--- src/rtl/ppb_pkg.sv ---
package ppb_pkg;
  localparam int OFF_W   = 20;
  localparam int PG_OFF_W = 12;
  localparam int N_SLV   = 4;

  localparam int SLV_CTRL  = 0;
  localparam int SLV_TMR_N = 1;
  localparam int SLV_TMR_S = 2;
  localparam int SLV_ERR   = 3;

  localparam logic [7:0]  PAGE_CTRL  = 8'h0E;
  localparam logic [7:0]  PAGE_ALIAS = 8'h2E;
  localparam logic [7:0]  PAGE_ERR   = 8'h05;
  localparam logic [12:0] TMR_LO     = 13'h010;
  localparam logic [12:0] TMR_HI     = 13'h0F0;
  localparam logic [12:0] PAGE_END   = 13'h1000;

  typedef enum logic [1:0] {
    SZ_BYTE  = 2'd0,
    SZ_HALF  = 2'd1,
    SZ_WORD  = 2'd2,
    SZ_DWORD = 2'd3
  } acc_size_e;
endpackage

--- src/rtl/ppb_window.sv ---
module ppb_window
  import ppb_pkg::*;
#(
  parameter logic [7:0]  PAGE = 8'h00,
  parameter logic [12:0] LO   = 13'h000,
  parameter logic [12:0] HI   = 13'h1000
) (
  input  logic [OFF_W-1:0] off,
  output logic             hit
);
  localparam bit WHOLE_PAGE = (LO == 13'h000) && (HI == PAGE_END);

  logic page_eq;
  assign page_eq = (off[OFF_W-1:PG_OFF_W] == PAGE);

  generate
    if (WHOLE_PAGE) begin : g_page
      assign hit = page_eq;
    end else begin : g_range
      logic [12:0] lo_ext;
      assign lo_ext = {1'b0, off[PG_OFF_W-1:0]};
      assign hit = page_eq && (lo_ext >= LO) && (lo_ext < HI);
    end
  endgenerate
endmodule

--- src/rtl/ppb_route.sv ---
module ppb_route
  import ppb_pkg::*;
#(
  parameter bit SEC_EN = 1'b1,
  parameter bit ERR_EN = 1'b1
) (
  input  logic             req_valid,
  input  logic [OFF_W-1:0] off,
  input  logic             req_secure,
  output logic [N_SLV-1:0] sel,
  output logic             fwd_secure,
  output logic             is_dflt
);
  logic ctrl_hit, tmr_hit, als_hit, als_tmr_hit, err_hit;

  ppb_window #(.PAGE(PAGE_CTRL), .LO(13'h000), .HI(PAGE_END)) u_win_ctrl (
    .off(off), .hit(ctrl_hit));
  ppb_window #(.PAGE(PAGE_CTRL), .LO(TMR_LO), .HI(TMR_HI)) u_win_tmr (
    .off(off), .hit(tmr_hit));
  ppb_window #(.PAGE(PAGE_ALIAS), .LO(13'h000), .HI(PAGE_END)) u_win_als (
    .off(off), .hit(als_hit));
  ppb_window #(.PAGE(PAGE_ALIAS), .LO(TMR_LO), .HI(TMR_HI)) u_win_als_tmr (
    .off(off), .hit(als_tmr_hit));

  generate
    if (ERR_EN) begin : g_err
      ppb_window #(.PAGE(PAGE_ERR), .LO(13'h000), .HI(PAGE_END)) u_win_err (
        .off(off), .hit(err_hit));
    end else begin : g_no_err
      assign err_hit = 1'b0;
    end
  endgenerate

  logic sec_view;
  assign sec_view = SEC_EN && req_secure;

  // Priority: alias page, timer window, control page, error page, default.
  always_comb begin
    sel = '0;
    if (req_valid) begin
      if (als_hit) begin
        if (sec_view) begin
          if (als_tmr_hit) sel[SLV_TMR_N] = 1'b1;
          else             sel[SLV_CTRL]  = 1'b1;
        end
      end else if (tmr_hit) begin
        if (sec_view) sel[SLV_TMR_S] = 1'b1;
        else          sel[SLV_TMR_N] = 1'b1;
      end else if (ctrl_hit) begin
        sel[SLV_CTRL] = 1'b1;
      end else if (err_hit) begin
        sel[SLV_ERR] = 1'b1;
      end
    end
  end

  assign fwd_secure = req_secure & ~als_hit;
  assign is_dflt    = ~|sel;
endmodule

--- src/rtl/ppb_decoder.sv ---
module ppb_decoder
  import ppb_pkg::*;
#(
  parameter int DW     = 32,
  parameter bit SEC_EN = 1'b1,
  parameter bit ERR_EN = 1'b1
) (
  input  logic                clk,
  input  logic                rst_n,
  input  logic                req_valid,
  input  logic [19:0]         req_addr,
  input  logic [1:0]          req_size,
  input  logic                req_write,
  input  logic [DW-1:0]       req_wdata,
  input  logic                req_user,
  input  logic                req_secure,
  output logic [3:0]          dn_sel,
  output logic [11:0]         dn_off,
  output logic [1:0]          dn_size,
  output logic                dn_write,
  output logic [DW-1:0]       dn_wdata,
  output logic                dn_user,
  output logic                dn_secure,
  input  logic [4*DW-1:0]     up_rdata,
  input  logic [3:0]          up_fault,
  output logic                rsp_valid,
  output logic [DW-1:0]       rsp_rdata,
  output logic                rsp_fault
);
  logic is_dflt;

  ppb_route #(.SEC_EN(SEC_EN), .ERR_EN(ERR_EN)) u_route (
    .req_valid (req_valid),
    .off       (req_addr),
    .req_secure(req_secure),
    .sel       (dn_sel),
    .fwd_secure(dn_secure),
    .is_dflt   (is_dflt)
  );

  assign dn_off   = req_addr[PG_OFF_W-1:0];
  assign dn_size  = req_size;
  assign dn_write = req_write;
  assign dn_wdata = req_wdata;
  assign dn_user  = req_user;

  // Select the answering block's read data and fault.
  logic [DW-1:0] slv_rdata [N_SLV];
  logic [N_SLV-1:0] slv_fault;
  genvar gi;
  generate
    for (gi = 0; gi < N_SLV; gi++) begin : g_mux
      assign slv_rdata[gi] = dn_sel[gi] ? up_rdata[gi*DW +: DW] : '0;
      assign slv_fault[gi] = dn_sel[gi] & up_fault[gi];
    end
  endgenerate

  logic [DW-1:0] mux_rdata;
  always_comb begin
    mux_rdata = '0;
    for (int i = 0; i < N_SLV; i++) mux_rdata = mux_rdata | slv_rdata[i];
  end

  logic          rsp_valid_d, rsp_fault_d, rsp_ce;
  logic [DW-1:0] rsp_rdata_d;

  always_comb begin
    rsp_valid_d = req_valid;
    rsp_fault_d = 1'b0;
    rsp_rdata_d = '0;
    if (req_valid) begin
      if (is_dflt) begin
        rsp_fault_d = req_user;
      end else begin
        rsp_fault_d = |slv_fault;
        if (!req_write) rsp_rdata_d = mux_rdata;
      end
    end
  end

  assign rsp_ce = req_valid | rsp_valid;

  always_ff @(posedge clk or negedge rst_n) begin
    if (!rst_n) begin
      rsp_valid <= 1'b0;
      rsp_fault <= 1'b0;
      rsp_rdata <= '0;
    end else if (rsp_ce) begin
      rsp_valid <= rsp_valid_d;
      rsp_fault <= rsp_fault_d;
      rsp_rdata <= rsp_rdata_d;
    end
  end

  // Checks on the routing and the response pipeline.
  assert_sel_onehot_R9: assert property (@(posedge clk) disable iff (!rst_n)
    $onehot0(dn_sel));
  assert_idle_nosel_R9: assert property (@(posedge clk) disable iff (!rst_n)
    !req_valid |-> (dn_sel == '0));
  assert_rsp_follows_R2: assert property (@(posedge clk) disable iff (!rst_n)
    req_valid |=> rsp_valid);
  assert_rsp_quiet_R2: assert property (@(posedge clk) disable iff (!rst_n)
    !req_valid |=> !rsp_valid);
  assert_tmr_sec_steer_R4: assert property (@(posedge clk) disable iff (!rst_n)
    dn_sel[SLV_TMR_S] |-> req_secure);
  assert_alias_downgrade_R5: assert property (@(posedge clk) disable iff (!rst_n)
    (req_valid && (req_addr[19:12] == PAGE_ALIAS) && (|dn_sel)) |-> !dn_secure);
  assert_dflt_user_fault_R8: assert property (@(posedge clk) disable iff (!rst_n)
    (req_valid && (dn_sel == '0) && req_user) |=> rsp_fault);
  assert_dflt_priv_zero_R8: assert property (@(posedge clk) disable iff (!rst_n)
    (req_valid && (dn_sel == '0) && !req_user) |=> (!rsp_fault && (rsp_rdata == '0)));

  generate
    if (!SEC_EN) begin : g_chk_nosec
      assert_no_sec_timer_R4: assert property (@(posedge clk) disable iff (!rst_n)
        !dn_sel[SLV_TMR_S]);
      assert_alias_dflt_R6: assert property (@(posedge clk) disable iff (!rst_n)
        (req_addr[19:12] == PAGE_ALIAS) |-> (dn_sel == '0));
    end
    if (!ERR_EN) begin : g_chk_noerr
      assert_no_err_sel_R7: assert property (@(posedge clk) disable iff (!rst_n)
        !dn_sel[SLV_ERR]);
    end
  endgenerate
endmodule

--- config.mk ---
export PLATFORM = sky130hd
export DESIGN_NAME = ppb_decoder
export DESIGN_NICKNAME = d
export VERILOG_FILES = /design/src/rtl/ppb_pkg.sv /design/src/rtl/ppb_window.sv /design/src/rtl/ppb_route.sv /design/src/rtl/ppb_decoder.sv
export SDC_FILE = /design/constraint.sdc
export NUM_CORES = 1
export LEC_CHECK = 0
export ABC_AREA = 1
export ABC_CLOCK_PERIOD_IN_PS = 1700
export BUFFER_PORTS_ARGS = -buffer_cell sky130_fd_sc_hd__buf_2
export CORE_AREA = 3 3 107 109
export CTS_BUF_LIST = sky130_fd_sc_hd__clkbuf_8
export DETAILED_ROUTE_END_ITERATION = 8
export DIE_AREA = 0 0 110 112
export GPL_ROUTABILITY_DRIVEN = 0
export HOLD_SLACK_MARGIN = 0.1
export PLACE_DENSITY = 0.72
export SLEW_MARGIN = 0
export SYNTH_ARGS = -nofsm -noshare
export SYNTH_HDL_FRONTEND = slang
export SYNTH_SLANG_ARGS = --single-unit
--- constraint.sdc ---
create_clock -name clk -period 1.7 [get_ports clk]
set_clock_uncertainty 0.15 [all_clocks]
set_input_delay 0.255 -clock clk [delete_from_list [all_inputs] [get_ports clk]]
set_output_delay 0.255 -clock clk [all_outputs]
set_load 0.02 [all_outputs]
**Word-level counts from Yosys, hierarchy flattened**

Cells that the tools add are included.

- Logic and storage cells: 47
- Input bits: 192
- Register bits: 34

- Reduce and logical (&&, ||, !) cells: 6
- Order comparisons: 2
- Muxes and demuxes: 23
- Bitwise logic cells: 10
- Eq/ne operators: 3

Operators with widths:

| cell | number |
|---|---|
| 32-bit 2-to-1 mux | 7 |
| 32-bit OR | 3 |
| 12-bit by 5-bit greater-or-equal comparator with 1-bit output, second input constant | 1 |
| 12-bit by 8-bit less-than comparator with 1-bit output, second input constant | 1 |
| 1-bit 2-to-1 mux | 11 |
| 8-bit by 3-bit equality test with 1-bit output, second input constant | 1 |
| 8-bit by 4-bit equality test with 1-bit output, second input constant | 1 |
| 8-bit by 6-bit equality test with 1-bit output, second input constant | 1 |
| 2-bit 2-to-1 mux | 4 |
| 4-bit OR reduction | 2 |
| 1-bit AND | 5 |
| 1-bit logical AND | 4 |
| 4-bit 2-to-1 mux | 1 |
| 1-bit NOT | 1 |
| 1-bit OR | 1 |

**Depth between registers and ports, before layout**

Gate-level depths: netlist (run 1).

- Depth after elaboration: 14
- Mapped depth: 13
- Gate-level depth less buffers: 12

**Cells and area by module**

Synthesis (run 1) repeated with hierarchy kept, for this count alone.

- Cell total of the unflattened synthesis: 478
- Area total of the unflattened synthesis: 2905.3 um2

Modules (own cells, without submodules):

| module | cells an instance | seq. area each (um2) | instances | area an instance (um2) |
|---|---|---|---|---|
| ppb_decoder | 377 | 850.8 | 1 | 2482.4 |
| ppb_route | 27 | 0.0 | 1 | 121.4 |
| ppb_window at u_route.u_win_tmr | 23 | 0.0 | 1 | 95.1 |
| ppb_window at u_route.u_win_als_tmr | 23 | 0.0 | 1 | 91.3 |
| ppb_window at u_route.g_err.u_win_err ... | 9 | 0.0 | 2 | 36.3 |
| ppb_window at u_route.u_win_als | 10 | 0.0 | 1 | 42.5 |

**Least setup slack after synthesis (run 1)**

Ideal clock, no wire load.

- Path kind: input to register
- From: input port req_addr[18]
- To: register rsp_rdata[13]
- Buffers on the path: 1
- Setup slack: 235 ps
- Required time: 1484 ps
- Arrival: 1249 ps
- Stages: 10
- Cells stage by stage: inv_1 nand2_1 nor2_4 nand4_2 nor2_4 buf_2 nand2_1 nand4_1 nand2_1 nand2_1

- Elaborated cells between the ends (all ways): 30
- Classes of those cells: 3 x eq/ne; 19 x mux; 3 x bitwise; 5 x reduce/logical

RTL lines:

| element | line | source |
|---|---|---|
| start: declaration | ppb_decoder.sv:11 | `input logic [19:0] req_addr,` |
| 8-bit by 3-bit equality test with 1-bit output / 8-bit by 4-bit equality test with 1-bit output (equally long branches) | ppb_window.sv:14 | `assign page_eq = (off[OFF_W-1:PG_OFF_W] == PAGE);` |
| 1-bit 2-to-1 mux / 1-bit logical AND (equally long branches) | ppb_route.sv:51, ppb_window.sv:22 |  |
| 1-bit 2-to-1 mux / 1-bit logical AND (equally long branches) | ppb_route.sv:49, ppb_window.sv:22 |  |
| 1-bit 2-to-1 mux | ppb_route.sv:46 | `end else if (tmr_hit) begin` |
| 2-bit 2-to-1 mux (*) | ppb_route.sv:41 | `if (als_hit) begin` |
| 4-bit 2-to-1 mux (*) | ppb_route.sv:40 | `if (req_valid) begin` |
| named net dn_sel[3] | ppb_decoder.sv:17 | `output logic [3:0] dn_sel,` |
| 32-bit 2-to-1 mux | ppb_decoder.sv:53 | `assign slv_rdata[gi] = dn_sel[gi] ? up_rdata[gi*DW +: DW] : '0;` |
| 32-bit OR | ppb_decoder.sv:61 | `for (int i = 0; i < N_SLV; i++) mux_rdata = mux_rdata \| slv_rdata[i];` |
| 32-bit 2-to-1 mux | ppb_decoder.sv:76 | `if (!req_write) rsp_rdata_d = mux_rdata;` |
| 32-bit 2-to-1 mux (*) | ppb_decoder.sv:72 | `if (is_dflt) begin` |
| 32-bit 2-to-1 mux (*) | ppb_decoder.sv:71 | `if (req_valid) begin` |
| end signal: assignment | ppb_decoder.sv:91 | `rsp_rdata <= rsp_rdata_d;` |
| end: declaration | ppb_decoder.sv:27 | `output logic [DW-1:0] rsp_rdata,` |

The timed path passes the listed nets; every way through them passes the cells marked *.
A chain may end at the register's enable or synchronous reset.

**Worst setup path after layout (run 1)**

- From: input port req_addr[17]
- To: output port dn_sel[1]

- Word-level cells in the longest chain between the ends: 7
- Elaborated cells between the ends (all ways): 11
- Classes of those cells: 2 x eq/ne; 5 x mux; 4 x reduce/logical

Ends and longest elaborated chain:

| element | line | source |
|---|---|---|
| 8-bit by 6-bit equality test with 1-bit output | ppb_window.sv:14 |  |
| 1-bit logical AND (2 in series) | ppb_window.sv:22 | `assign hit = page_eq && (lo_ext >= LO) && (lo_ext < HI);` |
| 1-bit 2-to-1 mux | ppb_route.sv:43 | `if (als_tmr_hit) sel[SLV_TMR_N] = 1'b1;` |
| 2-bit 2-to-1 mux | ppb_route.sv:42 | `if (sec_view) begin` |
| 2-bit 2-to-1 mux (*) | ppb_route.sv:41 |  |
| 4-bit 2-to-1 mux (*) | ppb_route.sv:40 |  |
| end: declaration | ppb_decoder.sv:17 |  |

Every way passes the cells marked *; elsewhere a longest branch is shown, timed or not.

==> results of run 1 <==
[path summary, 6_finish.rpt]
check / to / slack [ps]
setup / recovery: dn_sel[1] / 50
hold / removal: rsp_rdata[8] / 120
setup reg to reg: rsp_rdata[26] / 590
hold reg to reg: rsp_rdata[9] / 330
max in group asynchronous: rsp_valid / 630
min in group asynchronous: rsp_rdata[6] / 310
[synthesized netlist by cell type (all sizes together)]
cell type  count
nand2        250
clkbuf         4
nand4         36
nor2          15
clkinv         2
nand3          6
inv           19
dfrtp         34
nor3b          1
buf           62
[report_power, final]
group	switching [mW]	total, mW	internal, mW
sequential	0.00271	0.815	0.812
combinational	0.163	0.332	0.169
clock	0.312	0.782	0.470
[timing repair]
| item | in CTS | in global routing |
|---|---|---|
| setup endpoints to repair | 4 | 13 |
| setup buffers | 1 | 6 |
| cloned | 0 | 0 |
| hold buffers | 1 | 0 |
| resized for setup | 4 | 14 |
| hold endpoints to repair | 17 | 0 |
| pin swaps | 2 | 6 |
[layout make-up]
cell class	count	share of cell area (%)
multi-input combinational	308	34.1
clock buffer	6	2.11
tap	140	4.48
clock inverter	1	0.768
timing repair buffer	233	34.5
sequential	34	21.8
inverter	21	2.21
[state kept, by name (all words and copies together), names as in the netlist]
name       cells
rsp_fault      1
rsp_rdata     32
rsp_valid      1
[cell families (layout without fill, tap and decap cells)]
logic type,Yosys count,in the layout,share of synthesized area (%)
buf+inv,87,261,20.8
simple gates,308,308,48.0
flops,34,34,31.2
[worst min-delay path, stage by stage]
cell and delay [ps]:
buf_2 70, nand2_1 40, nand4_1 60, nand2_1 40
nand2_1 40
[metrics by stage]
stage / std cells / hold WS [ps] / instance area, µm²
after floorplan: 429 / -191 / 2730
after detailed placement: 728 / 92.2 / 3680
final: 743 / 116 / 3910
after CTS: 737 / 110 / 3820
after global placement: 728 / 79.2 / 3680
after global routing: 743 / 116 / 3910
[layer usage]
layer / vias up / global-route usage (%)
li1: 1629 / -
met1: 1448 / 18.4
met2: 156 / 25.7
met3: 37 / 3.01
met4: 2 / 6.90
met5: - / 0
==> flow_metrics.env, run 1 <==
export IMPL_status="finished, final reports clean"
export IMPL_grt_pass1_wl_um=14700
export IMPL_cts_tree="built"
export IMPL_crit_path_frequent_cell="nand2_1"
export IMPL_nNetsFinal=795
export IMPL_critPathTopFamily="simple AND/OR/NAND/NOR gates"
export IMPL_p_leak_nw=2.28
export IMPL_syn_avg_cell_area_um2=6.36
export IMPL_vias_per_cell=4.40
export IMPL_area_growth_pct=43.3
export IMPL_end_kind="output pin"
export IMPL_dieHeight_um=112
export IMPL_finalHoldViolCount=0
export IMPL_hp_class="primary input to register"
export IMPL_clk_path_buf_depth=2
export IMPL_ios=279
export IMPL_highest_layer="met5"
export IMPL_final_common_cell="nand2_1"
export IMPL_netlist_top_cells_area="nand2_1 34%, dfrtp_1 31%, buf_4 14%"
export IMPL_fin_crit_ps=1650
export IMPL_drtIter0Drc=223
export IMPL_cap_violations=0
export IMPL_grt_ovfl_total=0
export IMPL_power_mw=1.93
export IMPL_most_common_layout_cells="247 x nand2_1, 198 x buf_2, 34 x nand4_1, 34 x dfrtp_1, 24 x buf_4"
export IMPL_startpoint="req_addr[17]"
export IMPL_start_kind="primary input"
export IMPL_die_area_mm2=0.0123
export IMPL_met1_length_um=3990
export IMPL_dr_wl_met3_um=884
export IMPL_antenna_found_initial=1
export IMPL_arrival_ps=1240
export IMPL_hp_start="up_rdata[40]"
export IMPL_htreeDepth=2
export IMPL_final_util_pct=36.5
export IMPL_synth_nets=621
export IMPL_grtUsageTotal_pct=15.3
export IMPL_grt_pass1_vias=2967
export IMPL_wl_met2_um=4840
export IMPL_crit_buf_inv=4
export IMPL_hold_depth=5
export IMPL_cts_buffers_inserted=5
export IMPL_worstPathMaxFanout=7
export IMPL_die_w_um=110
export IMPL_slowest_delay_ps=150
export IMPL_r2r_cells=4
export IMPL_path_class="primary input to output pin"
export IMPL_syn_cell_area_mm2=0.00273
export IMPL_wl_per_cell_um=13.6
export IMPL_pre_cts_slack_ps=-119
export IMPL_worstPathRequired_ps=1290
export IMPL_clock_latency_ps=280
export IMPL_fin_crit_sh_pct=96.9
export IMPL_clkTransAtPathRegs_ps=80
export IMPL_multi_input_area_mm2=0.00134
export IMPL_regArea_um2=851
export IMPL_ir_drop_mv=0.368
export IMPL_rows=38
export IMPL_p_per_area_mw_per_mm2=493
export IMPL_tightest_slew_ps=480
export IMPL_nFillCells=1194
export IMPL_io_buffers=202
export IMPL_crit_cells=9
export IMPL_grt_start_max_net_pins=23
export IMPL_crit_chain="buf_2 > inv_1 > nand2_1 > nor2_4 > nand2_1 > nand2_2 > nand3_2 > inv_4 > buf_4"
export IMPL_yosys_warnings=0
export IMPL_syn_inst=429
export IMPL_fin_setup_tns_ps=0
export IMPL_drc=0
export IMPL_setup_violations=0
export IMPL_r2r_start="rsp_valid"
export IMPL_drive_above_1_share_pct=42.8
export IMPL_cts_sinks=34
export IMPL_clockRootBuffer="clkbuf_8"
export IMPL_synth_seq_area_share_pct=31.2
export IMPL_synth_top_cell_area_share_pct=34.1
export IMPL_coreArea_mm2=0.0107
export IMPL_routed_wirelength_um=10100
export IMPL_rsz0062_at_grt="yes"
export IMPL_synth_top_area_cell="nand2_1"
export IMPL_max_freq_mhz=607
export IMPL_dp_hpwl_um=8010
export IMPL_start_util_pct=25.5
export IMPL_num_vias=3272
export IMPL_antenna_cells=0
export IMPL_timing_final_ws_setup_ps=52.7
export IMPL_slew_headroom_pct=68.0
export IMPL_drtPass1Iterations=4
export IMPL_ant_nets=0
export IMPL_slew_viol_final=0
export IMPL_synth_seq_cells=34
export IMPL_yosysUniqueCellTypes=18
export IMPL_cpMaxStageDelayCell="nor2_4"
Power figures use the tool's default switching activity.
==> run 2, diff against run 1 <==
Settings changed: ABC_AREA 1 to not set, CORE_AREA 3 3 107 109 to 3 3 108 110, DIE_AREA 0 0 110 112 to 0 0 111 113, HOLD_SLACK_MARGIN 0.1 to 0.08, PLACE_DENSITY 0.72 to 0.81.
==> run 2 against run 1 <==
  * Maximum frequency decreased by 18%
  * First-iteration DRC count is 15% lower
  * Die area increased by 1.8%
  * Global-route usage increased by 5.3 points
  * Worst hold slack better by 14 ps
  * Sequential share of layout area fell by 5.1 points
  * Worst setup slack got worse by 360 ps
  * Critical path type unchanged
  * Final area increased by 31%
  * Largest power group unchanged
  * Sequential power about the same
  * The run now ends with negative setup slack left
  * Via count is 17% higher
==> flow_metrics.env, run 2 <==
export IMPL_status="finished with violations"
export IMPL_violations="negative setup slack"
export IMPL_fin_crit_sh_pct=118
export IMPL_grtUsageTotal_pct=20.6
export IMPL_die_area_mm2=0.0125
export IMPL_antenna_cells=0
export IMPL_start_util_pct=34.8
export IMPL_reg2reg_slack_ps=160
export IMPL_netlist_top_cells_area="dfrtp_1 23%, buf_4 10%, nand4bb_1 9.9%"
export IMPL_syn_cell_area_mm2=0.00376
export IMPL_drtIter0Drc=189
export IMPL_synthTopCellsByCount="51 x buf_4, 34 x dfrtp_1"
export IMPL_largestRegisters="rsp_rdata x32, rsp_fault x1, rsp_valid x1"
export IMPL_synth_top_cell_area_share_pct=22.6
export IMPL_start_kind="primary input"
export IMPL_stdcell_count=689
export IMPL_clkTransAtPathRegs_ps=80
export IMPL_final_common_cell="buf_2"
export IMPL_hold_ws_ps=129
export IMPL_most_common_layout_cells="197 x buf_2, 34 x dfrtp_1"
export IMPL_grt_pass1_vias=4048
export IMPL_nNetsFinal=740
export IMPL_yosysUniqueCellTypes=39
export IMPL_htreeDepth=2
export IMPL_setup_violations=38
export IMPL_dieHeight_um=113
export IMPL_hp_class="primary input to register"
export IMPL_power_mw=2.13
export IMPL_rows=38
export IMPL_syn_avg_cell_area_um2=9.89
export IMPL_rsz0062_at_grt="yes"
export IMPL_startpoint="req_addr[18]"
export IMPL_grt_start_max_net_pins=32
export IMPL_arrival_ps=1600
export IMPL_end_kind="output pin"
export IMPL_yosys_warnings=0
export IMPL_place_area_mm2=0.00476
export IMPL_r2r_cells=5
export IMPL_synth_ff_type="dfrtp_1"
export IMPL_timing_final_ws_setup_ps=-304
export IMPL_slew_headroom_pct=67.8
export IMPL_tightest_slew_ps=483
export IMPL_synth_seq_area_share_pct=22.6
export IMPL_p_per_area_mw_per_mm2=416
export IMPL_yosysMostFrequentCell="buf_4"
export IMPL_regArea_um2=851
export IMPL_area_growth_pct=36.2
export IMPL_whs_endpoint="rsp_rdata[22]"
export IMPL_wl_per_cell_um=19.7
export IMPL_hp_start="up_rdata[22]"
export IMPL_drive_above_1_share_pct=58.8
export IMPL_worstPathRequired_ps=1290
export IMPL_finalHoldViolCount=0
export IMPL_design_area_mm2=0.00512
export IMPL_clock_latency_ps=290
export IMPL_syn_inst=380
export IMPL_slew_viol_final=0
export IMPL_hold_depth=3
export IMPL_grt_ovfl_total=0
export IMPL_ir_drop_mv=0.239
export IMPL_num_vias=3839
export IMPL_fin_crit_ps=2000
export IMPL_antenna_found_initial=0
export IMPL_worstPathMaxFanout=3
export IMPL_cts_buffers_inserted=5
export IMPL_async_reset_ff_share_pct=100
export IMPL_fin_setup_tns_ps=-8030
export IMPL_clockRootBuffer="clkbuf_8"
export IMPL_routed_wirelength_um=13600
export IMPL_die_w_um=111
export IMPL_cts_tree="built"
export IMPL_r2r_start="rsp_valid"
export IMPL_path_class="primary input to output pin"
export IMPL_synth_seq_cells=34
export IMPL_rr_endpoint="rsp_rdata[17]"
export IMPL_ios=279
export IMPL_synth_edf_count=0
export IMPL_cap_violations=0
export IMPL_drtPass1Iterations=4
export IMPL_dp_hpwl_um=10300
export IMPL_synth_nets=572
export IMPL_cts_sinks=34
export IMPL_ant_nets=0
export IMPL_coreArea_mm2=0.0108
export IMPL_vias_per_cell=5.57
export IMPL_max_freq_mhz=499
export IMPL_nFillCells=1009
export IMPL_synth_top_area_cell="dfrtp_1"
export IMPL_p_leak_nw=2.17
export IMPL_drc=0
export IMPL_clk_path_buf_depth=2
export IMPL_multi_input_area_mm2=0.00241
export IMPL_io_buffers=202
export IMPL_regMostFlops="rsp_rdata"
export IMPL_largest_reg_flops=32
export IMPL_grt_pass1_wl_um=20900
export IMPL_dp_cells=670
-- run 2: cell count changes after synthesis, sizes merged, moves of 7 or more --
cell,delta
o2bb2ai,+33
nor2,-11
nand4bb,+33
mux2i,+33
inv,-16
nand2,-216
a21boi,+32
buf,+7
a32oi,+32
nand4,-35
nand3,+26
clkbuf,+15
-- run 2: layout make-up --
type / instances / share of cell area [%]
Clock buffer: 8 / 2.15
Inverter: 3 / 0.220
Multi-Input combinational cell: 255 / 47.2
Sequential cell: 34 / 16.6
Tap cell: 140 / 3.42
Timing Repair Buffer: 249 / 30.4
-- run 2: where the power goes --
| group | total [mW] | switching (mW) | leakage [nW] | internal (mW) |
|---|---|---|---|---|
| Clock | 0.730 | 0.320 | 0.0575 | 0.410 |
| Sequential | 0.813 | 0.00192 | 0.472 | 0.811 |
| Combinational | 0.585 | 0.301 | 1.64 | 0.283 |
| Total | 2.13 | 0.624 | 2.17 | 1.50 |
-- run 2: how the worst max path moves through the flow --
stage	slack (ps)	endpoint
2_1_floorplan	-470	dn_sel[1]
3_3_place_gp	-430	rsp_rdata[29]
3_5_place_dp	-510	rsp_rdata[2]
4_1_cts	-300	dn_sel[1]
5_1_grt	-350	dn_sel[1]
6_report	-300	dn_sel[1]
-- run 2: critical path, stage by stage --
cell and delay, ps:
buf_6 90, or4b_4 570, nor3_4 190, buf_6 150, nand2_8 50, nor3_4 140, buf_6 140
-- run 2: stage by stage --
stage / setup slack [ps] / util [%]
finish: -304 / 47.4
CTS: -298 / 47.0
global route: -350 / 47.4
detailed placement: -509 / 44.1
floorplan: -468 / -
global placement: -432 / 44.1
-- run 2: layer usage --
layer | part of all wire [%] | vias up | GRT usage, %
met5 | 0 | - | 0
met4 | 2.5 | 0 | 6.32
met3 | 8.1 | 34 | 4.87
met2 | 50 | 223 | 37.4
met1 | 39 | 1829 | 24.1
li1 | - | 1753 | -
-- run 2: kinds of logic (layout without fill, tap and decap cells) --
family	count (synthesis)	in the layout	share of synthesized area, %
compound gates	103	103	26.6
buf+inv	91	260	16.2
flops	34	34	22.6
mux	33	33	8.79
simple gates	119	119	25.7
-- run 2: what timing repair did --
action                     4_1_cts  5_1_grt
hold buffers                     3        0
hold endpoints to repair        18        0
gates cloned                     2        0
setup buffers                    5        1
pin swaps                        4        1
resized for setup               19        7
setup endpoints to repair       38       38
==> run 3, diff against run 2 <==
Settings changed: GPL_TIMING_DRIVEN set to 0.
==> run 3 against run 2 <==
  * The run still ends with negative setup slack left
  * Worst setup slack worse by 84 ps
  * Combinational power increased by 28%
  * First-iteration DRC count grew 17%
  * Die area unchanged
  * Sequential power about the same
  * Clock power increased by 9.5%
  * Largest power group unchanged
  * Power up 11%
  * Via count grew 10%
  * Largest cell class unchanged
  * Critical endpoint is now dn_sel[2]
  * Sequential share of layout area fell by 1.5 points
  * Maximum frequency fell by 4.0%
  * Critical path depth grew 1
==> flow_metrics.env, run 3 (same netlist as run 2, synthesis figures left out) <==
export IMPL_status="finished with violations"
export IMPL_dp_hpwl_um=11800
export IMPL_hp_class="primary input to register"
export IMPL_cap_violations=0
export IMPL_area_growth_pct=49.5
export IMPL_power_mw=2.36
export IMPL_start_kind="primary input"
export IMPL_reg2reg_slack_ps=20
export IMPL_rsz0062_at_grt="yes"
export IMPL_routed_wirelength_um=15100
export IMPL_grt_pass1_vias=4444
export IMPL_setup_violations=38
export IMPL_wl_per_cell_um=19.2
export IMPL_clockRootBuffer="clkbuf_8"
export IMPL_drtIter0Drc=222
export IMPL_io_buffers=239
export IMPL_end_kind="output pin"
export IMPL_arrival_ps=1680
export IMPL_largest_reg_flops=32
export IMPL_dieHeight_um=113
export IMPL_num_vias=4240
export IMPL_cts_buffers_inserted=5
export IMPL_rows=38
export IMPL_die_area_mm2=0.0125
export IMPL_antenna_found_initial=1
export IMPL_cts_tree="built"
export IMPL_cts_sinks=34
export IMPL_coreArea_mm2=0.0108
export IMPL_drive_above_1_share_pct=63.0
export IMPL_slew_viol_final=0
export IMPL_nNetsFinal=839
export IMPL_ir_drop_mv=0.330
export IMPL_fin_crit_sh_pct=123
export IMPL_htreeDepth=2
export IMPL_violations="negative setup slack"
export IMPL_tightest_slew_ps=906
export IMPL_slew_headroom_pct=39.6
export IMPL_final_common_cell="buf_2"
export IMPL_ios=279
export IMPL_clk_path_buf_depth=2
export IMPL_grt_pass1_wl_um=23100
export IMPL_path_class="primary input to output pin"
export IMPL_vias_per_cell=5.38
export IMPL_hold_depth=3
export IMPL_regMostFlops="rsp_rdata"
export IMPL_r2r_cells=5
export IMPL_most_common_layout_cells="240 x buf_2, 67 x buf_4, 34 x dfrtp_1"
export IMPL_ant_nets=0
export IMPL_clock_latency_ps=290
export IMPL_drc=0
export IMPL_fin_crit_ps=2090
export IMPL_p_leak_nw=2.55
export IMPL_worstPathRequired_ps=1290
export IMPL_fin_setup_tns_ps=-10040
export IMPL_largestRegisters="rsp_rdata x32, rsp_fault x1, rsp_valid x1"
export IMPL_die_w_um=111
export IMPL_finalHoldViolCount=0
export IMPL_start_util_pct=34.8
export IMPL_nFillCells=1038
export IMPL_multi_input_area_mm2=0.00235
export IMPL_max_freq_mhz=479
export IMPL_worstPathMaxFanout=4
export IMPL_p_per_area_mw_per_mm2=420
export IMPL_grt_ovfl_total=0
export IMPL_grt_start_max_net_pins=35
export IMPL_grtUsageTotal_pct=22.8
export IMPL_drtPass1Iterations=4
export IMPL_clkTransAtPathRegs_ps=80
export IMPL_antenna_cells=0
export IMPL_regArea_um2=851
export IMPL_timing_final_ws_setup_ps=-388
-- run 3: cell count changes in the layout (fill, tap and decap cells not counted), moves of 4 or more --
| cell | before | now |
|---|---|---|
| buf_8 | 0 | 4 |
| a32oi_1 | 7 | 13 |
| a32oi_2 | 25 | 19 |
| clkbuf_1 | 0 | 8 |
| buf_4 | 30 | 67 |
| a21boi_0 | 29 | 25 |
| buf_2 | 197 | 240 |
| clkbuf_2 | 0 | 9 |
| a21boi_1 | 3 | 7 |
| buf_12 | 8 | 2 |
-- run 3: cell type report --
cell class | count | share of cell area, %
buffer | 87 | 11.9
clock buffer | 5 | 1.23
clock inverter | 3 | 0.802
inverter | 3 | 0.200
multi-input combinational | 255 | 41.8
sequential | 34 | 15.1
tap | 140 | 3.12
timing repair buffer | 261 | 25.9
-- run 3: repair_timing --
item / in CTS / in global routing
endpoints found under the hold margin: 36 / 0
gates resized for setup: 46 / 5
setup endpoints to repair: 38 / 38
pin swaps: 14 / 5
buffers inserted: 12 / 4
gates cloned: 3 / 0
hold buffers: 3 / 0
-- run 3: metal layers --
| metal | vias up | global-route usage (%) | part of all wire [%] | wire [µm] |
|---|---|---|---|---|
| li1 | 1968 | - | - | - |
| met1 | 2049 | 26.8 | 39 | 5890 |
| met2 | 209 | 42.4 | 52 | 7870 |
| met3 | 12 | 5.08 | 8.0 | 1200 |
| met4 | 2 | 5.50 | 0.98 | 148 |
| met5 | - | 0 | 0.046 | 7 |
-- run 3: critical path: stages --
cell and delay [ps]:
buf_6 90, or4b_4 560, nor3_4 200, buf_6 150, buf_12 110, nand2_8 50, nor3_4 130, buf_6 140
-- run 3: report_power, final --
part           leakage, nW  switching (mW)  internal, mW
logic                 2.03           0.390         0.360
registers            0.472         0.00202         0.811
clock network       0.0504           0.362         0.437
-- run 3: worst paths after layout --
path                                from            end
setup reg to reg               rsp_valid  rsp_rdata[30]
setup / recovery            req_addr[18]      dn_sel[2]
hold reg to reg            rsp_rdata[19]  rsp_rdata[19]
hold / removal              up_rdata[20]  rsp_rdata[20]
max in group asynchronous          rst_n  rsp_rdata[12]
min in group asynchronous          rst_n  rsp_rdata[16]
-- run 3: metrics by stage --
step                      instance area [µm²]  utilization [%]  worst slack [ps]  std cells  hold WS (ps)
final                                    5620             52.0              -388        788           127
after CTS                                5580             51.7              -384        784           114
after detailed placement                 5160             47.9              -759        759           275
after floorplan                          3790                -              -468        380          -191
after global placement                   5160             47.9              -737        759           251
after global routing                     5620             52.0              -411        788           133
